$ cat src/rtl/sgo_pkg.sv
package sgo_pkg;
  typedef enum logic [1:0] {
    ST_IDLE  = 2'd0,
    ST_SHIFT = 2'd1,
    ST_LATCH = 2'd2
  } sgo_state_e;
endpackage

$ cat src/rtl/sgo_cfg.sv
// Decodes the ratio code and clamps the launch delay.
module sgo_cfg #(
  parameter int DIV_W = 2,
  parameter int DLY_W = 5,
  parameter int CNT_W = 5
) (
  input  logic [DIV_W-1:0] div_sel,
  input  logic [DLY_W-1:0] dly,
  output logic [CNT_W-1:0] last_ph,
  output logic [CNT_W-1:0] half,
  output logic [CNT_W-1:0] launch
);
  int unsigned ratio;
  int unsigned hv;
  int unsigned dv;

  always_comb begin
    ratio = 32'd4 << div_sel;
    hv    = ratio >> 1;
    dv    = 32'(dly);
    if (dv == 0) begin
      dv = 1;
    end else if (dv > hv) begin
      dv = hv;
    end
    last_ph = CNT_W'(ratio - 1);
    half    = CNT_W'(hv);
    launch  = CNT_W'(dv - 1);
  end
endmodule

$ cat src/rtl/sgo_seq.sv
// Slot and phase sequencer: shift slots, then one latch cycle.
module sgo_seq
  import sgo_pkg::*;
#(
  parameter int WORD_W = 17,
  parameter int CNT_W  = 5,
  parameter int IDX_W  = 5
) (
  input  logic             clk,
  input  logic             rst_n,
  input  logic             start,
  input  logic [CNT_W-1:0] last_in,
  input  logic [CNT_W-1:0] half_in,
  input  logic [CNT_W-1:0] launch_in,
  output logic             load,
  output logic [IDX_W-1:0] load_idx,
  output logic             sclk_o,
  output logic             latch_act,
  output logic             busy_o
);
  sgo_state_e       st_q, st_n;
  logic [CNT_W-1:0] ph_q, ph_n;
  logic [IDX_W-1:0] ix_q, ix_n;
  logic [CNT_W-1:0] last_q, last_n;
  logic [CNT_W-1:0] half_q, half_n;
  logic [CNT_W-1:0] lau_q, lau_n;

  always_comb begin
    st_n   = st_q;
    ph_n   = ph_q;
    ix_n   = ix_q;
    last_n = last_q;
    half_n = half_q;
    lau_n  = lau_q;
    unique case (st_q)
      ST_IDLE: begin
        if (start) begin
          st_n   = ST_SHIFT;
          ph_n   = '0;
          ix_n   = IDX_W'(WORD_W - 1);
          last_n = last_in;
          half_n = half_in;
          lau_n  = launch_in;
        end
      end
      ST_SHIFT: begin
        if (ph_q == last_q) begin
          if (ix_q == '0) begin
            st_n = ST_LATCH;
          end else begin
            ix_n = ix_q - 1'b1;
            ph_n = '0;
          end
        end else begin
          ph_n = ph_q + 1'b1;
        end
      end
      default: st_n = ST_IDLE;
    endcase
  end

  assign load     = (st_n == ST_SHIFT) && (ph_n == lau_n);
  assign load_idx = ix_n;

  always_ff @(posedge clk or negedge rst_n) begin
    if (!rst_n) begin
      st_q   <= ST_IDLE;
      ph_q   <= '0;
      ix_q   <= '0;
      last_q <= '0;
      half_q <= '0;
      lau_q  <= '0;
    end else begin
      st_q   <= st_n;
      ph_q   <= ph_n;
      ix_q   <= ix_n;
      last_q <= last_n;
      half_q <= half_n;
      lau_q  <= lau_n;
    end
  end

  assign sclk_o    = (st_q == ST_SHIFT) && (ph_q >= half_q);
  assign latch_act = (st_q == ST_LATCH);
  assign busy_o    = (st_q != ST_IDLE);
endmodule

$ cat src/rtl/sgo_shreg.sv
// Word capture and serial data register.
module sgo_shreg #(
  parameter int WORD_W = 17,
  parameter int IDX_W  = 5
) (
  input  logic              clk,
  input  logic              rst_n,
  input  logic              start,
  input  logic [WORD_W-1:0] word_in,
  input  logic              load,
  input  logic [IDX_W-1:0]  load_idx,
  output logic              sdata_o
);
  logic [WORD_W-1:0] word_q;
  logic [WORD_W-1:0] src;
  logic              sd_q;

  assign src = start ? word_in : word_q;

  always_ff @(posedge clk or negedge rst_n) begin
    if (!rst_n) begin
      word_q <= '0;
      sd_q   <= 1'b0;
    end else begin
      if (start) word_q <= word_in;
      if (load)  sd_q   <= src[load_idx];
    end
  end

  assign sdata_o = sd_q;
endmodule

$ cat src/rtl/sgo_top.sv
module sgo_top #(
  parameter int WORD_W = 17,
  parameter int DIV_W  = 2,
  parameter int DLY_W  = 5
) (
  input  logic              clk,
  input  logic              rst_n,
  input  logic              in_valid,
  output logic              in_ready,
  input  logic [WORD_W-1:0] in_data,
  input  logic [DIV_W-1:0]  div_sel,
  input  logic [DLY_W-1:0]  clk_dly,
  input  logic              chip_mode,
  input  logic              flash_mode,
  input  logic [WORD_W-1:0] pwm_bits,
  output logic              sclk,
  output logic              sdata,
  output logic              latch,
  output logic              busy
);
  localparam int CNT_W = (1 << DIV_W) + 1;
  localparam int IDX_W = $clog2(WORD_W);

  logic [CNT_W-1:0]  last_c, half_c, launch_c;
  logic              start, load, latch_act, busy_i;
  logic [IDX_W-1:0]  load_idx;
  logic [WORD_W-1:0] word_sel;

  assign in_ready = ~busy_i;
  assign start    = in_valid & in_ready;
  assign word_sel = flash_mode ? pwm_bits : in_data;

  sgo_cfg #(.DIV_W(DIV_W), .DLY_W(DLY_W), .CNT_W(CNT_W)) u_cfg (
    .div_sel (div_sel),
    .dly     (clk_dly),
    .last_ph (last_c),
    .half    (half_c),
    .launch  (launch_c)
  );

  sgo_seq #(.WORD_W(WORD_W), .CNT_W(CNT_W), .IDX_W(IDX_W)) u_seq (
    .clk       (clk),
    .rst_n     (rst_n),
    .start     (start),
    .last_in   (last_c),
    .half_in   (half_c),
    .launch_in (launch_c),
    .load      (load),
    .load_idx  (load_idx),
    .sclk_o    (sclk),
    .latch_act (latch_act),
    .busy_o    (busy_i)
  );

  sgo_shreg #(.WORD_W(WORD_W), .IDX_W(IDX_W)) u_shreg (
    .clk      (clk),
    .rst_n    (rst_n),
    .start    (start),
    .word_in  (word_sel),
    .load     (load),
    .load_idx (load_idx),
    .sdata_o  (sdata)
  );

  assign latch = latch_act ^ chip_mode;
  assign busy  = busy_i;
endmodule

$ cat config.mk
export PLATFORM = sky130hd
export DESIGN_NAME = sgo_top
export DESIGN_NICKNAME = d
export VERILOG_FILES = /design/src/rtl/sgo_pkg.sv /design/src/rtl/sgo_cfg.sv /design/src/rtl/sgo_seq.sv /design/src/rtl/sgo_shreg.sv /design/src/rtl/sgo_top.sv
export SDC_FILE = /design/constraint.sdc
export NUM_CORES = 1
export LEC_CHECK = 0
export ABC_AREA = 1
export BUFFER_PORTS_ARGS = -buffer_cell sky130_fd_sc_hd__buf_2
export CORE_MARGIN = 2
export CORE_UTILIZATION = 55
export DETAILED_ROUTE_END_ITERATION = 8
export PLACE_DENSITY = 0.78
export SETUP_SLACK_MARGIN = 0.3
export SLEW_MARGIN = 20
export SYNTH_ARGS = -nofsm -noshare
export SYNTH_HDL_FRONTEND = slang
export SYNTH_SLANG_ARGS = --single-unit
$ cat constraint.sdc
create_clock -name clk -period 5.54 [get_ports clk]
set_input_delay 0 -clock clk [delete_from_list [all_inputs] [get_ports clk]]
set_output_delay 0 -clock clk [all_outputs]
set_load 0.01 [all_outputs]
== Word-level counts from Yosys, hierarchy flattened ==
Cells that the tools add are included.
Storage, ports and cells
  flip-flop bits (word level): 45
  output and inout port bits: 5
Cells by class
  eq/ne operators: 5
  bitwise logic cells: 3
  add/sub/neg operators: 4
  shift-type cells: 1
  reduce and logical (&&, ||, !) cells: 7
  magnitude comparators: 3
  multiplexer cells: 20
Operators with widths (count)
  5-bit two-way mux: 10
  17-bit two-way mux: 2
  3-bit by 2-bit left shift with 32-bit output, first input constant: 1
  5-bit by 31-bit > comparator with 1-bit output: 1
  5-bit one-hot mux with 2 select lines: 2
  5-bit by 1-bit subtractor with 5-bit output, second input constant: 3
  5-bit equality test: 2
  5-bit logical NOT: 2
  5-bit by 6-bit < comparator with 1-bit output, second input constant: 1
  2-bit two-way mux: 3
  5-bit by 1-bit adder with 5-bit output, second input constant: 1
  1-bit binary-select mux with 5-bit select: 1
  5-bit greater-or-equal comparator: 1
  2-bit by 1-bit equality test with 1-bit output, second input constant: 2
  2-bit one-hot mux with 2 select lines: 1
  2-bit equality test, second input constant: 1
  1-bit logical AND: 2
  2-bit logical NOT: 1
  2-bit AND reduction: 1
  2-bit nonzero test: 1
  1-bit AND: 1
  1-bit two-way mux: 1
  1-bit inverter: 1
  1-bit XOR: 1

== Longest topological paths before layout ==
  depth in word-level cells: 9
  mapped depth: 23
  mapped depth without buffers: 23

== Cells and area by module ==
Synthesis repeated with hierarchy kept, for this count alone.
Unflattened totals
  cells, all modules: 480
  area, all modules: 3363.2 um^2
Modules (own cells, without submodules)
  sgo_seq: times used 1, area an instance 1700.4 um^2, cells each 218, seq. area each 675.6 um^2
  sgo_shreg: times used 1, area an instance 1002.2 um^2, cells each 131, seq. area each 450.4 um^2
  sgo_cfg: times used 1, area an instance 375.4 um^2, cells each 68, seq. area each 0.0 um^2
  sgo_top: times used 1, area an instance 285.3 um^2, cells each 63, seq. area each 0.0 um^2

== Worst setup path before layout ==
Ideal clock, no wire load.
  kind: input-to-reg
  start: in div_sel[1]
  end: reg u_shreg.sd_q, in the netlist u_shreg.sdata_o
  data arrival time: 2097 ps
  setup time: 116 ps
  cell stages on the path: 23
  data required time: 5424 ps
  path slack: 3327 ps
  path through: inv_1 or2_2 ha_1 nand2_1 inv_1 nand2_1 nand3_1 nand2_1 nand2_1 nand2_1 nand2_1 ha_1 inv_1 o21ai_1 inv_1 nand2_1 nand2_1 nand3_1 nor2_2 nand2_1 nor2_2 nand2_1 nand2_1
On the way
  word-level cells in the longest chain between the ends: 9
Ends and longest elaborated chain
  start, declared: line sgo_top.sv:11  | input logic [DIV_W-1:0] div_sel,
  3-bit by 2-bit left shift with 32-bit output *: line sgo_cfg.sv:18  | ratio = 32'd4 << div_sel;
  5-bit by 31-bit > comparator with 1-bit output: line sgo_cfg.sv:23  | end else if (dv > hv) begin
  5-bit two-way mux *: line sgo_cfg.sv:23
  5-bit two-way mux *: line sgo_cfg.sv:21  | if (dv == 0) begin
  5-bit by 1-bit subtractor with 5-bit output *: line sgo_cfg.sv:28  | launch = CNT_W'(dv - 1);
  5-bit two-way mux *: line sgo_seq.sv:37  | if (start) begin
  5-bit two-way mux *: line sgo_seq.sv:35  | unique case (st_q)
  via u_seq.lau_n[1]: line sgo_seq.sv:26  | logic [CNT_W-1:0] lau_q, lau_n;
  5-bit equality test *: line sgo_seq.sv:62  | assign load = (st_n == ST_SHIFT) && (ph_n == lau_n);
  1-bit logical AND *: line sgo_seq.sv:62
  end signal, assigned: line sgo_shreg.sv:26  | if (load) sd_q <= src[load_idx];
  end, declared: line sgo_shreg.sv:16  | logic sd_q;
Mark *: on every way through the listed nets, which the timed path passes. The rest lies on a longest branch.
A chain may end at the register's enable or synchronous reset.

== Final worst setup path ==
  start: reg u_seq.st_q[1]
  end: reg u_shreg.sd_q, in the netlist u_shreg.sdata_o
On the way
  word-level cells in the longest chain between the ends: 7
Ends and longest elaborated chain
  start, declared: line sgo_seq.sv:21  | sgo_state_e st_q, st_n;
  start signal, assigned: line sgo_seq.sv:74  | st_q <= st_n;
  2-bit nonzero test: line sgo_seq.sv:85  | assign busy_o = (st_q != ST_IDLE);
  1-bit inverter: line sgo_top.sv:29  | assign in_ready = ~busy_i;
  1-bit AND: line sgo_top.sv:30  | assign start = in_valid & in_ready;
  5-bit two-way mux or 2-bit two-way mux (tied branches): line sgo_seq.sv:37
  5-bit one-hot mux with 2 select lines, or another cell as far along: line sgo_seq.sv:35
  1-bit binary-select mux with 5-bit select, or another cell as far along: line sgo_shreg.sv:26
  1-bit two-way mux (not written as such) or 1-bit logical AND (tied branches): line sgo_shreg.sv:26, sgo_seq.sv:62
Several ways; a longest one is shown, not always the timed one. The select of a mux whose other input is x is not followed.

==> metrics.csv <==
stage,metric,value,unit
yosys,syn-mean-instance-area,7.10,sq um
die,number_of_primary_i_o_pins,51,
die,core,5200,sq um
yosys,yosys.cell_types.count,31,
place,placedCellCount,536,
die,floorplan.initialDensity,57.9,%
global_route,grt_max_degree,43,
sta,drv_slew,0,
power_and_ir_drop,power_density,514,nW/um^2
sta,grt_setup_unrepaired,false,
yosys,post_synth_inst_count,425,
place,finalWeightedCongestion,0.931,
setup_path,crit_path_max_fanout,15,
yosys,yosysWarningCount,0,
cts,worst_setup_hold_path_clk_slew,0.08,ns
routing,remaining_drc_errors,0,
layout,nNetsFinal,531,
global_route,grtUsageTotal,23.7,%
cts,cts_buffer_depth,2,
power_and_ir_drop,p_total,1.76,mW
routing,vias_per_cell,5.19,
yosys,synth_seq_area_share,34.9,%
layout,num_antenna_cells,0,
setup_path,critical_path_arrival,2.75,ns
place,dpl.hpwl,4960,microns
sta,final_period_minus_worst_setup_slack,2.56,ns
setup_path,reg2reg_depth,12,
min_path,worst_hold_path_type,in2reg,
cts,root_buffer,clkbuf_8,
global_route,grt_pass1_wl,11900,microns
job,drv.max_cap_violation_count,0,
die,floorplan.die.width,78.0,microns
power_and_ir_drop,peakVddDrop,0.278,mV
yosys,synthesis.nets,482,
layout,layout.cell_area.non_filler,3430,sq um
routing,routed_wirelength,6580,microns
routing,routedWlPerCell,12.1,microns
global_route,grt-ovfl-total,0,
routing,num_vias,2825,
die,area_enclosed_by_the_die_boundary,6090,sq um
setup_path,critPathLaunchType,flip-flop,
routing,drtPass1Iterations,4,
place,placedInstanceArea,3310,sq um
run_status,run_status,"finished, final reports clean",
global_route,first_global_vias,2679,
cts,cts.sinks,42,
layout,areaGrowthSynthToFinish,13.8,%
cts,cts_inserted_buffers,5,
die,vert_die_dim,78.0,microns
layout,post-route-util,65.9,%
setup_path,endpoint_kind,flip-flop,
sta,fin_crit_sh,46.3,%
sta,setup_slack,2.98,ns
cts,latest_clock_arrival_within_the_worst_skew_pair,0.29,ns
sta,fin_setup_tns,0,ns
setup_path,path_class,reg2reg,
routing,number_of_design_rule_violations_left_by_the_first_detailed_router_iteration,219,
sta,worst_slew_margin_rel,32.6,%
sta,report.final.hold_viol_count,0,
sta,actual_slew_at_the_worst_max_slew_pin,1.01,ns
min_path,worst_hold_path.num_cells,3,
sta,max_clock_freq,390,MHz
die,num_rows,26,
routing,ant_nets,0,
cts,cts_tree,done,
layout,final_layout_size_suffix_gt1_share,24.7,%
yosys,netlist_area,3020,sq um
global_route,grt_antenna_before_repair,0,
yosys,ys_ff_latch,42,
sta,finalHoldWorstSlack,0.0228,ns
sta,final-setup-viol-count,0,
cts,cts-htree-levels,2,
setup_path,worst-endpoint-required,5.72,ns
sta,fin_worst_skew,0.0113,ns
place,setup_slack_at_placement,2.91,ns
place,buffer_ports.inserted,50,
power_and_ir_drop,static-leakage-power,1.84,nW
layout,layoutNonFillerInstCount,544,
[what timing repair did]
item                                   in CTS  in global routing
setup buffers                               0                  0
hold buffers                                1                  0
endpoints found under the hold margin      42                  0
resized for setup                           0                  0
[registers in the layout (all words and copies together) (netlist names)]
signal           cells
u_seq.st_q           2
u_seq.lau_q          5
u_shreg.sdata_o      1
u_seq.ix_q           5
u_seq.ph_q           5
u_shreg.word_q      17
u_seq.half_q         4
u_seq.last_q         3
[critical path, stage by stage (launching register included)]
cell	delay (ns)
dfrtp_1	0.41
nor2_1	0.78
nor2_1	0.30
nand2_1	0.29
nand3_1	0.13
nand3_1	0.13
nand3_1	0.09
nand3_1	0.07
nand2_1	0.06
nand2_1	0.06
nand2_1	0.05
nand2_1	0.05
nand2_1	0.04
[synthesized netlist by cell type, drive strengths merged]
master  instances  area (sq um)
clkbuf          6          23.8
ha             11           138
nor2           23           116
nor3            3          15.0
nand3          67           368
a31oi           1          6.26
mux2           13           146
a21oi           6          30.0
nand4           9          56.3
nand2         104           408
o21ai          35           179
o22ai           1          6.26
xnor2           2          17.5
o21bai          1          7.51
or2            19           119
xor2            1          8.76
inv            77           289
clkinv          1          8.76
dfrtp          42          1050
buf             3          21.3
[report_power, final]
group	internal, mW	switching, mW
Clock	0.144	0.0994
Combinational	0.365	0.619
Sequential	0.444	0.0923
Total	0.954	0.811
[routing by layer]
layer,global-route usage [%],wire length [microns],up-vias
met5,0,0,-
met4,7.19,65,0
met3,3.22,270,8
met2,37.6,3030,70
met1,34.0,3210,1288
li1,-,-,1459
[path summary, 6_finish.rpt]
check / startpoint / slack, ns / endpoint
hold / removal: div_sel[1] / 0.02 / u_seq.last_q[3]$_DFFE_PN0P_
setup / recovery: u_seq.st_q[1]$_DFF_PN0_ / 2.98 / u_shreg.sdata_o$_DFFE_PN0P_
min in group asynchronous: rst_n / 0.39 / u_seq.half_q[2]$_DFFE_PN0P_
setup reg to reg: u_seq.st_q[1]$_DFF_PN0_ / 2.98 / u_shreg.sdata_o$_DFFE_PN0P_
hold reg to reg: u_seq.half_q[4]$_DFFE_PN0P_ / 0.49 / u_seq.half_q[4]$_DFFE_PN0P_
max in group asynchronous: rst_n / 4.56 / u_shreg.word_q[8]$_DFF_PN0_
[cell type report]
class,instances,area [sq um]
Multi-Input combinational cell,296,1620
Clock inverter,1,30.0
Sequential cell,42,1050
Tap cell,70,87.6
Clock buffer,6,82.6
Timing Repair Buffer,51,260
Fill cell,463,1770
Inverter,78,298
[layout by cell type, fill, tap and decap left out, types with 7 or more instances in the layout]
cell type / count
nand2_1: 97
inv_1: 70
nand3_1: 62
buf_2: 50
dfrtp_1: 42
o21ai_0: 29
or2_2: 18
nor2_1: 15
mux2_2: 13
ha_1: 11
nand4_1: 9
inv_2: 7
nand2_2: 7
[cells by family after synthesis]
kind of cell | Yosys count | share of synthesized area [%]
flops | 42 | 34.9
buf+inv | 87 | 11.4
fa+ha+maj | 11 | 4.56
mux | 13 | 4.85
simple gates | 225 | 35.9
xor+xnor | 3 | 0.872
compound gates | 44 | 7.59
(Power assumes the default switching activity.)
